[src/rtl/lms_pkg.sv]
package lms_pkg;

  // strobes from the sequencer to the arithmetic
  typedef struct packed {
    logic load;      // capture inputs, clear accumulators
    logic clear;     // clear accumulators, reload multiplier bits
    logic stepEn;    // one shift-and-add step
    logic lastStep;  // sign-bit step: subtract, no shift
    logic write;     // commit lane results to coefficients
  } lmsStrobes_t;

  typedef enum logic [1:0] {
    ST_IDLE  = 2'd0,
    ST_MUL   = 2'd1,
    ST_WRITE = 2'd2
  } lmsState_e;

endpackage

[src/rtl/lms_serial_mac.sv]
module lms_serial_mac #(
  parameter int DW   = 16,
  parameter int ACCW = 19
) (
  input  logic                   clk,
  input  logic                   rstN,
  input  logic                   clear,
  input  logic                   stepEn,
  input  logic                   lastStep,
  input  logic                   bitIn,
  input  logic signed [DW-1:0]   mcand,
  output logic signed [ACCW-1:0] acc
);

  logic signed [ACCW-1:0] addend;
  logic signed [ACCW-1:0] sumV;

  // LSB-first multiplier bits; the partial product is kept right-aligned,
  // so the low product bits fall off with floor rounding
  always_comb begin
    addend = bitIn ? {{(ACCW-DW){mcand[DW-1]}}, mcand} : '0;
    sumV   = lastStep ? (acc - addend) : (acc + addend);
  end

  always_ff @(posedge clk or negedge rstN) begin
    if (!rstN) begin
      acc <= '0;
    end else if (clear) begin
      acc <= '0;
    end else if (stepEn) begin
      acc <= lastStep ? sumV : (sumV >>> 1);
    end
  end

endmodule

[src/rtl/lms_datapath.sv]
module lms_datapath
  import lms_pkg::*;
#(
  parameter int NTAPS  = 16,
  parameter int DW     = 16,
  parameter int ACCW   = 19,
  parameter int NLANES = 2,
  parameter int SHW    = 4
) (
  input  logic                        clk,
  input  logic                        rstN,
  input  lmsStrobes_t                 strb,
  input  logic [$clog2(NTAPS)-$clog2(NLANES)-1:0] roundIdx,
  input  logic [DW-1:0]               errIn,
  input  logic [SHW-1:0]              muShift,
  input  logic [NTAPS*DW-1:0]         refIn,
  output logic [NTAPS*DW-1:0]         coefOut
);

  localparam int TW = $clog2(NTAPS);
  localparam int LW = $clog2(NLANES);
  localparam int RW = TW - LW;
  localparam logic signed [ACCW:0] MAXV = (ACCW+1)'((2**(DW-1)) - 1);
  localparam logic signed [ACCW:0] MINV = ~MAXV;

  logic [DW-1:0]         errHold;
  logic [DW-1:0]         errShift;
  logic [SHW-1:0]        muReg;
  logic signed [DW-1:0]  refReg  [NTAPS];
  logic signed [DW-1:0]  coefReg [NTAPS];

  logic [TW-1:0]          laneTap    [NLANES];
  logic signed [ACCW-1:0] laneAcc    [NLANES];
  logic signed [ACCW-1:0] laneScaled [NLANES];
  logic signed [ACCW:0]   laneSum    [NLANES];
  logic signed [DW-1:0]   laneNew    [NLANES];

  // captured operands; the error is replayed bit by bit every round
  always_ff @(posedge clk or negedge rstN) begin
    if (!rstN) begin
      errHold  <= '0;
      errShift <= '0;
      muReg    <= '0;
      for (int n = 0; n < NTAPS; n++) refReg[n] <= '0;
    end else if (strb.load) begin
      errHold  <= errIn;
      errShift <= errIn;
      muReg    <= muShift;
      for (int n = 0; n < NTAPS; n++) refReg[n] <= refIn[n*DW +: DW];
    end else if (strb.clear) begin
      errShift <= errHold;
    end else if (strb.stepEn) begin
      errShift <= errShift >> 1;
    end
  end

  for (genvar l = 0; l < NLANES; l++) begin : g_lane
    // interleaved: round r, lane l serves tap r*NLANES+l
    assign laneTap[l] = {roundIdx[RW-1:0], LW'(l)};

    lms_serial_mac #(.DW(DW), .ACCW(ACCW)) u_mac (
      .clk      (clk),
      .rstN     (rstN),
      .clear    (strb.load | strb.clear),
      .stepEn   (strb.stepEn),
      .lastStep (strb.lastStep),
      .bitIn    (errShift[0]),
      .mcand    (refReg[laneTap[l]]),
      .acc      (laneAcc[l])
    );

    assign laneScaled[l] = laneAcc[l] >>> muReg;
    assign laneSum[l] = {{(ACCW+1-DW){coefReg[laneTap[l]][DW-1]}}, coefReg[laneTap[l]]}
                      + {laneScaled[l][ACCW-1], laneScaled[l]};
    assign laneNew[l] = (laneSum[l] > MAXV) ? MAXV[DW-1:0] :
                        (laneSum[l] < MINV) ? MINV[DW-1:0] : laneSum[l][DW-1:0];
  end

  always_ff @(posedge clk or negedge rstN) begin
    if (!rstN) begin
      for (int n = 0; n < NTAPS; n++) coefReg[n] <= '0;
    end else if (strb.write) begin
      for (int l = 0; l < NLANES; l++) coefReg[laneTap[l]] <= laneNew[l];
    end
  end

  for (genvar n = 0; n < NTAPS; n++) begin : g_out
    assign coefOut[n*DW +: DW] = coefReg[n];
  end

  // coefficients move only on a write strobe
  p_coef_hold_r5: assert property (@(posedge clk) disable iff (!rstN)
    !strb.write |=> $stable(coefOut));

endmodule

[src/rtl/lms_control.sv]
module lms_control
  import lms_pkg::*;
#(
  parameter int NTAPS  = 16,
  parameter int DW     = 16,
  parameter int NLANES = 2
) (
  input  logic        clk,
  input  logic        rstN,
  input  logic        errValid,
  output lmsStrobes_t strb,
  output logic [$clog2(NTAPS)-$clog2(NLANES)-1:0] roundIdx,
  output logic        updateDone,
  output logic        overrun
);

  localparam int ROUNDS = NTAPS / NLANES;
  localparam int RW     = $clog2(NTAPS) - $clog2(NLANES);
  localparam int CW     = $clog2(DW);

  lmsState_e     state;
  logic [CW-1:0] stepCnt;
  logic [RW-1:0] roundCnt;
  logic          lastRound;

  assign lastRound = (roundCnt == RW'(ROUNDS - 1));
  assign roundIdx  = roundCnt;

  always_comb begin
    strb = '0;
    case (state)
      ST_IDLE:  strb.load = errValid;
      ST_MUL: begin
        strb.stepEn   = 1'b1;
        strb.lastStep = (stepCnt == CW'(DW - 1));
      end
      ST_WRITE: begin
        strb.write = 1'b1;
        strb.clear = 1'b1;
      end
      default: strb = '0;
    endcase
  end

  always_ff @(posedge clk or negedge rstN) begin
    if (!rstN) begin
      state      <= ST_IDLE;
      stepCnt    <= '0;
      roundCnt   <= '0;
      updateDone <= 1'b0;
      overrun    <= 1'b0;
    end else begin
      updateDone <= 1'b0;
      overrun    <= errValid && (state != ST_IDLE);
      case (state)
        ST_IDLE: begin
          if (errValid) begin
            state    <= ST_MUL;
            stepCnt  <= '0;
            roundCnt <= '0;
          end
        end
        ST_MUL: begin
          stepCnt <= stepCnt + 1'b1;
          if (stepCnt == CW'(DW - 1)) state <= ST_WRITE;
        end
        ST_WRITE: begin
          stepCnt <= '0;
          if (lastRound) begin
            state      <= ST_IDLE;
            updateDone <= 1'b1;
          end else begin
            roundCnt <= roundCnt + 1'b1;
            state    <= ST_MUL;
          end
        end
        default: state <= ST_IDLE;
      endcase
    end
  end

  // completion strobe lasts one cycle and leaves the block idle
  p_done_pulse_r6: assert property (@(posedge clk) disable iff (!rstN)
    updateDone |=> !updateDone);
  p_done_idle_r6: assert property (@(posedge clk) disable iff (!rstN)
    updateDone |-> (state == ST_IDLE));
  // overrun only follows a strobe taken while busy
  p_overrun_src_r7: assert property (@(posedge clk) disable iff (!rstN)
    overrun |-> ($past(errValid) && ($past(state) != ST_IDLE)));
  // an idle strobe always starts the multiply phase
  p_start_r8: assert property (@(posedge clk) disable iff (!rstN)
    (errValid && state == ST_IDLE) |=> (state == ST_MUL));

endmodule

[src/rtl/lms_coef_updater.sv]
module lms_coef_updater
  import lms_pkg::*;
#(
  parameter int NTAPS  = 16,
  parameter int DW     = 16,
  parameter int ACCW   = 19,
  parameter int NLANES = 2,
  parameter int SHW    = 4
) (
  input  logic                clk,
  input  logic                rstN,
  input  logic                errValid,
  input  logic [DW-1:0]       errIn,
  input  logic [SHW-1:0]      muShift,
  input  logic [NTAPS*DW-1:0] refIn,
  output logic [NTAPS*DW-1:0] coefOut,
  output logic                updateDone,
  output logic                overrun
);

  localparam int RW = $clog2(NTAPS) - $clog2(NLANES);

  lmsStrobes_t   strb;
  logic [RW-1:0] roundIdx;

  lms_control #(.NTAPS(NTAPS), .DW(DW), .NLANES(NLANES)) u_ctl (
    .clk        (clk),
    .rstN       (rstN),
    .errValid   (errValid),
    .strb       (strb),
    .roundIdx   (roundIdx),
    .updateDone (updateDone),
    .overrun    (overrun)
  );

  lms_datapath #(.NTAPS(NTAPS), .DW(DW), .ACCW(ACCW), .NLANES(NLANES), .SHW(SHW)) u_dp (
    .clk      (clk),
    .rstN     (rstN),
    .strb     (strb),
    .roundIdx (roundIdx),
    .errIn    (errIn),
    .muShift  (muShift),
    .refIn    (refIn),
    .coefOut  (coefOut)
  );

endmodule

[config.mk]
export PLATFORM = sky130hd
export DESIGN_NAME = lms_coef_updater
export DESIGN_NICKNAME = d
export VERILOG_FILES = /design/src/rtl/lms_pkg.sv /design/src/rtl/lms_serial_mac.sv /design/src/rtl/lms_datapath.sv /design/src/rtl/lms_control.sv /design/src/rtl/lms_coef_updater.sv
export SDC_FILE = /design/constraint.sdc
export NUM_CORES = 2
export LEC_CHECK = 0
export BUFFER_PORTS_ARGS = -buffer_cell sky130_fd_sc_hd__buf_2
export CAP_MARGIN = 20
export CORE_MARGIN = 5
export CORE_UTILIZATION = 30
export DETAILED_ROUTE_END_ITERATION = 12
export GPL_ROUTABILITY_DRIVEN = 1
export PLACE_DENSITY = 0.53
export SKIP_CTS_REPAIR_TIMING = 1
export SLEW_MARGIN = 10
export SYNTH_ARGS = -nofsm -noshare
export SYNTH_HDL_FRONTEND = slang
export SYNTH_HIERARCHICAL = 1
export SYNTH_SLANG_ARGS = --single-unit
[constraint.sdc]
create_clock -name clk -period 8.82 [get_ports clk]
set_clock_uncertainty 0.2 [all_clocks]
set_input_delay 1.323 -clock clk [delete_from_list [all_inputs] [get_ports clk]]
set_output_delay 1.323 -clock clk [all_outputs]
set_load 0.005 [all_outputs]
# ---- Yosys cells after proc, flatten, opt, wreduce, memory -nomap -nowiden
# Cells that the tools add are included.
dict set report totals {
  regBits 597
  out_inout_bits 258
}
dict set report classes {
  addsub 8
  magnitude_cmp 8
  eq_ne 7
  shift 2
  mux 49
  bitwise 3
  n_reduce_logical 12
}
# operator count
set ops {}
lappend ops {{256-bit bitwise mux} 2}
lappend ops {{16-bit 2-to-1 mux} 17}
lappend ops {{16-bit binary-select mux with 4-bit select} 4}
lappend ops {{19-bit 2-to-1 mux} 8}
lappend ops {{16-bit demux with 4-bit select} 2}
lappend ops {{16-bit by 19-bit adder with 20-bit output} 2}
lappend ops {{20-bit by 16-bit > comparator with 1-bit output (second input constant)} 2}
lappend ops {{20-bit by 16-bit < comparator with 1-bit output (second input constant)} 2}
lappend ops {{19-bit adder} 2}
lappend ops {{19-bit by 4-bit >>> shifter with 19-bit output} 2}
lappend ops {{19-bit subtractor} 2}
lappend ops {{18-bit 2-to-1 mux} 2}
lappend ops {{4-bit case mux with 3 select lines} 1}
lappend ops {{5-bit greater-or-equal comparator (second input constant)} 2}
lappend ops {{5-bit by 1-bit < comparator with 1-bit output (second input constant)} 2}
lappend ops {{4-bit inverter with 5-bit output} 2}
lappend ops {{2-bit 2-to-1 mux} 3}
lappend ops {{3-bit 2-to-1 mux} 2}
lappend ops {{2-bit case mux with 3 select lines} 1}
lappend ops {{3-bit case mux with 2 select lines} 1}
lappend ops {{2-bit nonzero test} 3}
lappend ops {{3-bit nonzero test} 2}
lappend ops {{1-bit 2-to-1 mux} 5}
lappend ops {{4-bit by 1-bit adder with 4-bit output (second input constant)} 1}
lappend ops {{13 further kinds} 17}

# ---- Depth between registers and ports, before layout
dict set report logic_depth {
  word_depth 10
  mapped_depth 23
}

# ---- Hierarchy
# The synthesis kept the hierarchy.
# module instances cells_each area_each_um2 seq_area_each_um2
set modules_own_cells {}
lappend modules_own_cells {lms_datapath 1 2699 28406.0 13713.2}
lappend modules_own_cells {lms_serial_mac 2 319 2382.3 475.5}
lappend modules_own_cells {lms_control 1 50 561.8 275.3}

# ---- Least setup slack after synthesis
# No wires, ideal clock.
dict set report synth_timing {
  path_kind {flip-flop to flip-flop}
  startpoint {register u_ctl.roundCnt[2], in the netlist u_ctl/roundIdx[2]}
  endpoint {register u_dp.g_lane[0].u_mac.acc[17]}
  setup_ns 0.096
  t_arrival_ns 5.035
  required_time_ns 8.524
  path_slack_ns 3.490
  stages_incl_launch_ff 21
  n_path_buf 3
  synth_period_minus_slack_ns 5.330
  path_cell_list {dfrtp_1 -> clkbuf_1 -> clkbuf_1 -> clkbuf_1 -> mux2i_1 -> nor2_1 -> a21oi_1 -> o221ai_1 -> o311ai_0 -> o21a_1 -> o21a_1 -> o21ai_0 -> a32o_1 -> ha_1 -> nand4_1 -> a211o_1 -> a31oi_1 -> mux2i_1 -> nor2_2 -> xor2_1 -> o32ai_2}
}
dict set report synth_via {
  elab_chain_len 10
  word_cells_on_any_way 11
}
# element line_no
set synth_lines {}
lappend synth_lines {{start, declared} lms_control.sv:23} ;# logic [RW-1:0] roundCnt;
lappend synth_lines {{start signal, assigned} lms_control.sv:73} ;# roundCnt <= roundCnt + 1'b1;
lappend synth_lines {{4-bit inverter with 5-bit output (not written as such) (*)} lms_datapath.sv:68} ;# .mcand (refReg[laneTap[l]]),
lappend synth_lines {{16-bit binary-select mux with 4-bit select (*)} lms_datapath.sv:68}
lappend synth_lines {{16-bit 2-to-1 mux (not written as such) (*) (2 in a row)} lms_datapath.sv:68}
lappend synth_lines {{19-bit 2-to-1 mux (*)} lms_serial_mac.sv:21} ;# addend = bitIn ? {{(ACCW-DW){mcand[DW-1]}}, mcand} : '0;
lappend synth_lines {{19-bit adder / 19-bit subtractor (equally long branches)} lms_serial_mac.sv:22} ;# sumV = lastStep ? (acc - addend) : (acc + addend);
lappend synth_lines {{19-bit 2-to-1 mux (*)} lms_serial_mac.sv:22}
lappend synth_lines {{18-bit 2-to-1 mux (*)} lms_serial_mac.sv:31} ;# acc <= lastStep ? sumV : (sumV >>> 1);
lappend synth_lines {{19-bit 2-to-1 mux (*)} lms_serial_mac.sv:30} ;# end else if (stepEn) begin
lappend synth_lines {{19-bit 2-to-1 mux (*)} lms_serial_mac.sv:28} ;# end else if (clear) begin
lappend synth_lines {{end signal, assigned} lms_serial_mac.sv:31}
lappend synth_lines {{end, declared} lms_serial_mac.sv:12} ;# output logic signed [ACCW-1:0] acc
# Mark *: on every way between the ends. The rest lies on a longest branch, timed or not. The select of a mux whose other input is x is not followed.
# A chain may end at the register's enable or synchronous reset.

# ---- Final worst setup path
dict set report layout_timing {
  startpoint {register u_ctl.roundCnt[2], in the netlist u_ctl/roundIdx[2]}
  endpoint {register u_dp.coefReg (netlist bit u_dp/coefOut[208])}
}
dict set report layout_via {
  elab_chain_len 10
  word_cells_on_any_way 30
}
# element line_no
set layout_lines {}
lappend layout_lines {{4-bit inverter with 5-bit output (not written as such)} {lms_datapath.sv:73, lms_datapath.sv:83}}
lappend layout_lines {{16-bit binary-select mux with 4-bit select} lms_datapath.sv:73} ;# assign laneSum[l] = {{(ACCW+1-DW){coefReg[laneTap[l]][DW-1]}}, coefReg[laneTap[l]]}
lappend layout_lines {{16-bit 2-to-1 mux (not written as such) (2 in a row)} lms_datapath.sv:73}
lappend layout_lines {{16-bit by 19-bit adder with 20-bit output} lms_datapath.sv:74} ;# + {laneScaled[l][ACCW-1], laneScaled[l]};
lappend layout_lines {{20-bit by 16-bit < comparator with 1-bit output} lms_datapath.sv:76} ;# (laneSum[l] < MINV) ? MINV[DW-1:0] : laneSum[l][DW-1:0];
lappend layout_lines {{16-bit 2-to-1 mux} lms_datapath.sv:76}
lappend layout_lines {{16-bit 2-to-1 mux} lms_datapath.sv:75} ;# assign laneNew[l] = (laneSum[l] > MAXV) ? MAXV[DW-1:0] :
lappend layout_lines {{256-bit bitwise mux} lms_datapath.sv:83} ;# for (int l = 0; l < NLANES; l++) coefReg[laneTap[l]] <= laneNew[l];
lappend layout_lines {{256-bit bitwise mux (*)} lms_datapath.sv:83}
lappend layout_lines {{end, declared} lms_datapath.sv:30} ;# logic signed [DW-1:0] coefReg [NTAPS];
# Marks and branches as above.

==> flow_summary.json <==
{
  "status": "complete, no violations",
  "ant_nets": 0,
  "worst_slew_pin_slew_ns": 1.226,
  "fin_tns_setup_ns": 0,
  "critical_path_peak_fanout": 41,
  "final_nets": 4168,
  "start_kind": "register",
  "port-buffer-count": 536,
  "worstHoldPathCells": 1,
  "synth_seq_area_share_pct": 44.29,
  "worstHoldStart": "u_dp/refReg[196]",
  "antenna_found_initial": 15,
  "synth.area.top_cells": "dfrtp_1, mux2_2, nand2_1, a21oi_1, nor2_1",
  "cts-htree-levels": 3,
  "rsz0062_at_grt": "false",
  "hold_viol_final": 0,
  "slew_violations": 0,
  "hold_path_end": "u_dp/refReg[196]",
  "routed_wl_mm": 138.4,
  "grt_pass1_wl_mm": 203.0,
  "drive_gt1_share_pct": 30.15,
  "hold_slack_ns": 0.2995,
  "critical_path_class": "register to register",
  "yosysTopAreaCell": "dfrtp_1",
  "drtIter0Drc": 2577,
  "placeableCoreArea_um2": 112000,
  "arrival_ns": 7.05,
  "cts_tree": "done",
  "synth_ff_type": "dfrtp_1",
  "io_pins": 537,
  "dpl.hpwl_mm": 101.6,
  "power_density_nw_per_um2": 451.3,
  "area_growth_pct": 19.57,
  "clockRootBuffer": "clkbuf_16",
  "cp.required_ns": 9.08,
  "start_util_pct": 30.11,
  "grt_pass1_vias": 29397,
  "synth_fp_nets": 3749,
  "max-cap-violations": 0,
  "drc_errors": 0,
  "worstSetupStartpoint": "u_ctl/roundIdx[2]",
  "insertion_delay_ns": 0.63,
  "die_w_um": 345.3,
  "pre_cts_ws_ns": 2.051,
  "num_vias": 29644,
  "ys_seq_elements": 597,
  "layout_setup_ws_ns": 2.025,
  "stdcell_area_um2": 40330,
  "synth_area_um2": 33730,
  "r2r_slack_ns": 2.02,
  "fp.dieArea_um2": 119200,
  "routedWlPerCell_um": 25.76,
  "setup_viol": 0,
  "drt_pass1_iterations": 5,
  "num_rows": 123,
  "syn-instance-count": 3387,
  "synth.avg_cell_area_um2": 9.959,
  "netlist.area_leader.share_pct": 44.29,
  "power.total_uw": 18200,
  "async_flop_share_pct": 100.0,
  "slew_headroom_pct": 18.20,
  "synth_edf_count": 0,
  "viasPerCell": 5.519,
  "dpl_cell_area_um2": 37930,
  "timing.rr.end": "u_dp/coefOut[208]",
  "p_leak_uw": 0.01807,
  "die_y_um": 345.3,
  "place.gp.congestion": 0.9278,
  "cts_inserted_buffers": 70,
  "clock_sinks": 597,
  "min_path_type": "register to register",
  "fin_crit_sh_pct": 77.04,
  "yosysWarnings": 6,
  "period_minus_slack_ns": 6.795,
  "critPathCaptureType": "register",
  "cts.clk_slew.worst_paths_ns": 0.06,
  "max_freq_ghz": 0.1472,
  "ff2ff_path_depth": 16,
  "grt_remaining_overflow": 0,
  "grt_usage_pct": 22.32,
  "ys_types": 90,
  "clk_path_buf_depth": 3,
  "ir_drop_v": 0.0003078,
  "r2r_start": "u_ctl/roundIdx[2]",
  "grt_max_degree": 190
}
where the power goes:
part	switching (uW)	internal (uW)
Sequential	671	3640
Combinational	6750	4140
Clock	1250	1760
Total	8670	9530
worst max-delay path by stage:
stage                     depth (start not counted)                            to  slack [ns]
after floorplan                                  20  u_dp/g_lane[0].u_mac/acc[17]        3.49
after global placement                           16             u_dp/coefOut[147]        1.97
after detailed placement                         16             u_dp/coefOut[222]        2.05
after CTS                                        16             u_dp/coefOut[208]        2.02
after global routing                             16             u_dp/coefOut[185]        1.50
final                                            16             u_dp/coefOut[208]        2.02
metal layers:
layer,vias up,global-route usage [%],part of all wire [%]
met5,-,0,0.0094
met4,2,5.259,2.3
met3,156,6.095,8.7
met2,1157,36.12,47
met1,15010,29.86,42
li1,13319,-,-
metrics by stage:
stage               util (%)  cells
global route           36.00   5371
global placement       33.83   5230
detailed placement     33.86   5232
CTS                    35.93   5359
finish                 36.00   5371
floorplan                  -   3387
state kept, by name, summed over array words and instances (netlist names):
signal / flops
u_dp/coefOut: 256
u_dp/refReg: 256
u_dp/g_lane.u_mac/acc: 38
u_dp/errHold: 16
u_dp/errShift: 16
u_ctl/stepCnt: 4
u_dp/muReg: 4
u_ctl/roundIdx: 3
u_ctl/state: 2
u_ctl/overrun: 1
u_ctl/updateDone: 1
kinds of logic (layout without fill, tap and decap cells):
kind of cell	after synthesis	in the layout	share of synthesized area, %
compound gates	931	931	18.91
fa+ha+maj	83	83	3.168
other cells	0	10	0
simple gates	914	914	11.72
flops	597	597	44.29
xor+xnor	63	63	1.658
buf+inv	301	775	3.501
mux	498	498	16.75
critical path, stage by stage (launching register included):
cell	delay [ns]
dfrtp_4	0.92
inv_1	0.47
nor2_4	0.36
buf_4	0.49
a22o_1	0.23
a221o_1	0.15
ha_1	0.19
inv_1	0.06
fa_1	0.39
nand2b_1	0.18
a21o_1	0.20
a31oi_1	0.47
a2111oi_4	0.15
xor2_2	0.48
nand4_2	0.47
a21oi_1	0.98
a21oi_1	0.17
synthesized netlist by cell type, types with 30 or more instances:
| cell type | number |
|---|---|
| nand3_1 | 38 |
| nand2_1 | 358 |
| a221oi_1 | 34 |
| o221ai_1 | 37 |
| xor2_1 | 30 |
| a21oi_1 | 268 |
| a22oi_1 | 66 |
| inv_1 | 50 |
| clkbuf_1 | 191 |
| nor2_1 | 342 |
| ha_1 | 79 |
| a211oi_1 | 38 |
| xnor2_1 | 32 |
| o211ai_1 | 131 |
| dfrtp_1 | 597 |
| nor3_1 | 30 |
| mux2i_1 | 105 |
| mux2_2 | 377 |
| o21ai_0 | 116 |
layout by cell type (no fill, tap or decap), types with 20 or more instances in the layout:
| cell type | Yosys | routed |
|---|---|---|
| nand2_1 | 358 | 356 |
| a21o_1 | 28 | 28 |
| a22oi_1 | 66 | 66 |
| nor3_1 | 30 | 30 |
| xor2_1 | 30 | 30 |
| clkbuf_16 | 0 | 71 |
| mux2_2 | 377 | 377 |
| a211oi_1 | 38 | 38 |
| nor2b_1 | 22 | 21 |
| nand3_1 | 38 | 34 |
| nor2_1 | 342 | 333 |
| a21oi_1 | 268 | 268 |
| dfrtp_1 | 597 | 592 |
| a31oi_1 | 21 | 21 |
| o21ai_0 | 116 | 116 |
| o221ai_1 | 37 | 37 |
| xnor2_1 | 32 | 32 |
| inv_1 | 50 | 50 |
| ha_1 | 79 | 79 |
| a221o_1 | 27 | 27 |
| o211ai_1 | 131 | 131 |
| buf_2 | 21 | 535 |
| mux2i_1 | 105 | 105 |
| buf_4 | 4 | 48 |
| and3_1 | 21 | 21 |
| nand2b_1 | 20 | 20 |
| a221oi_1 | 34 | 34 |
area by class of cell:
class                      instances  area, um2
antenna                           10      25.02
sequential                       597      14950
inverter                          54      202.7
clock inverter                    29      332.8
multi-input combinational       2489      17690
fill                           11500      71710
timing repair buffer             594       3259
tap                             1500       1877
clock buffer                      98       1988
(Power assumes the default switching activity.)
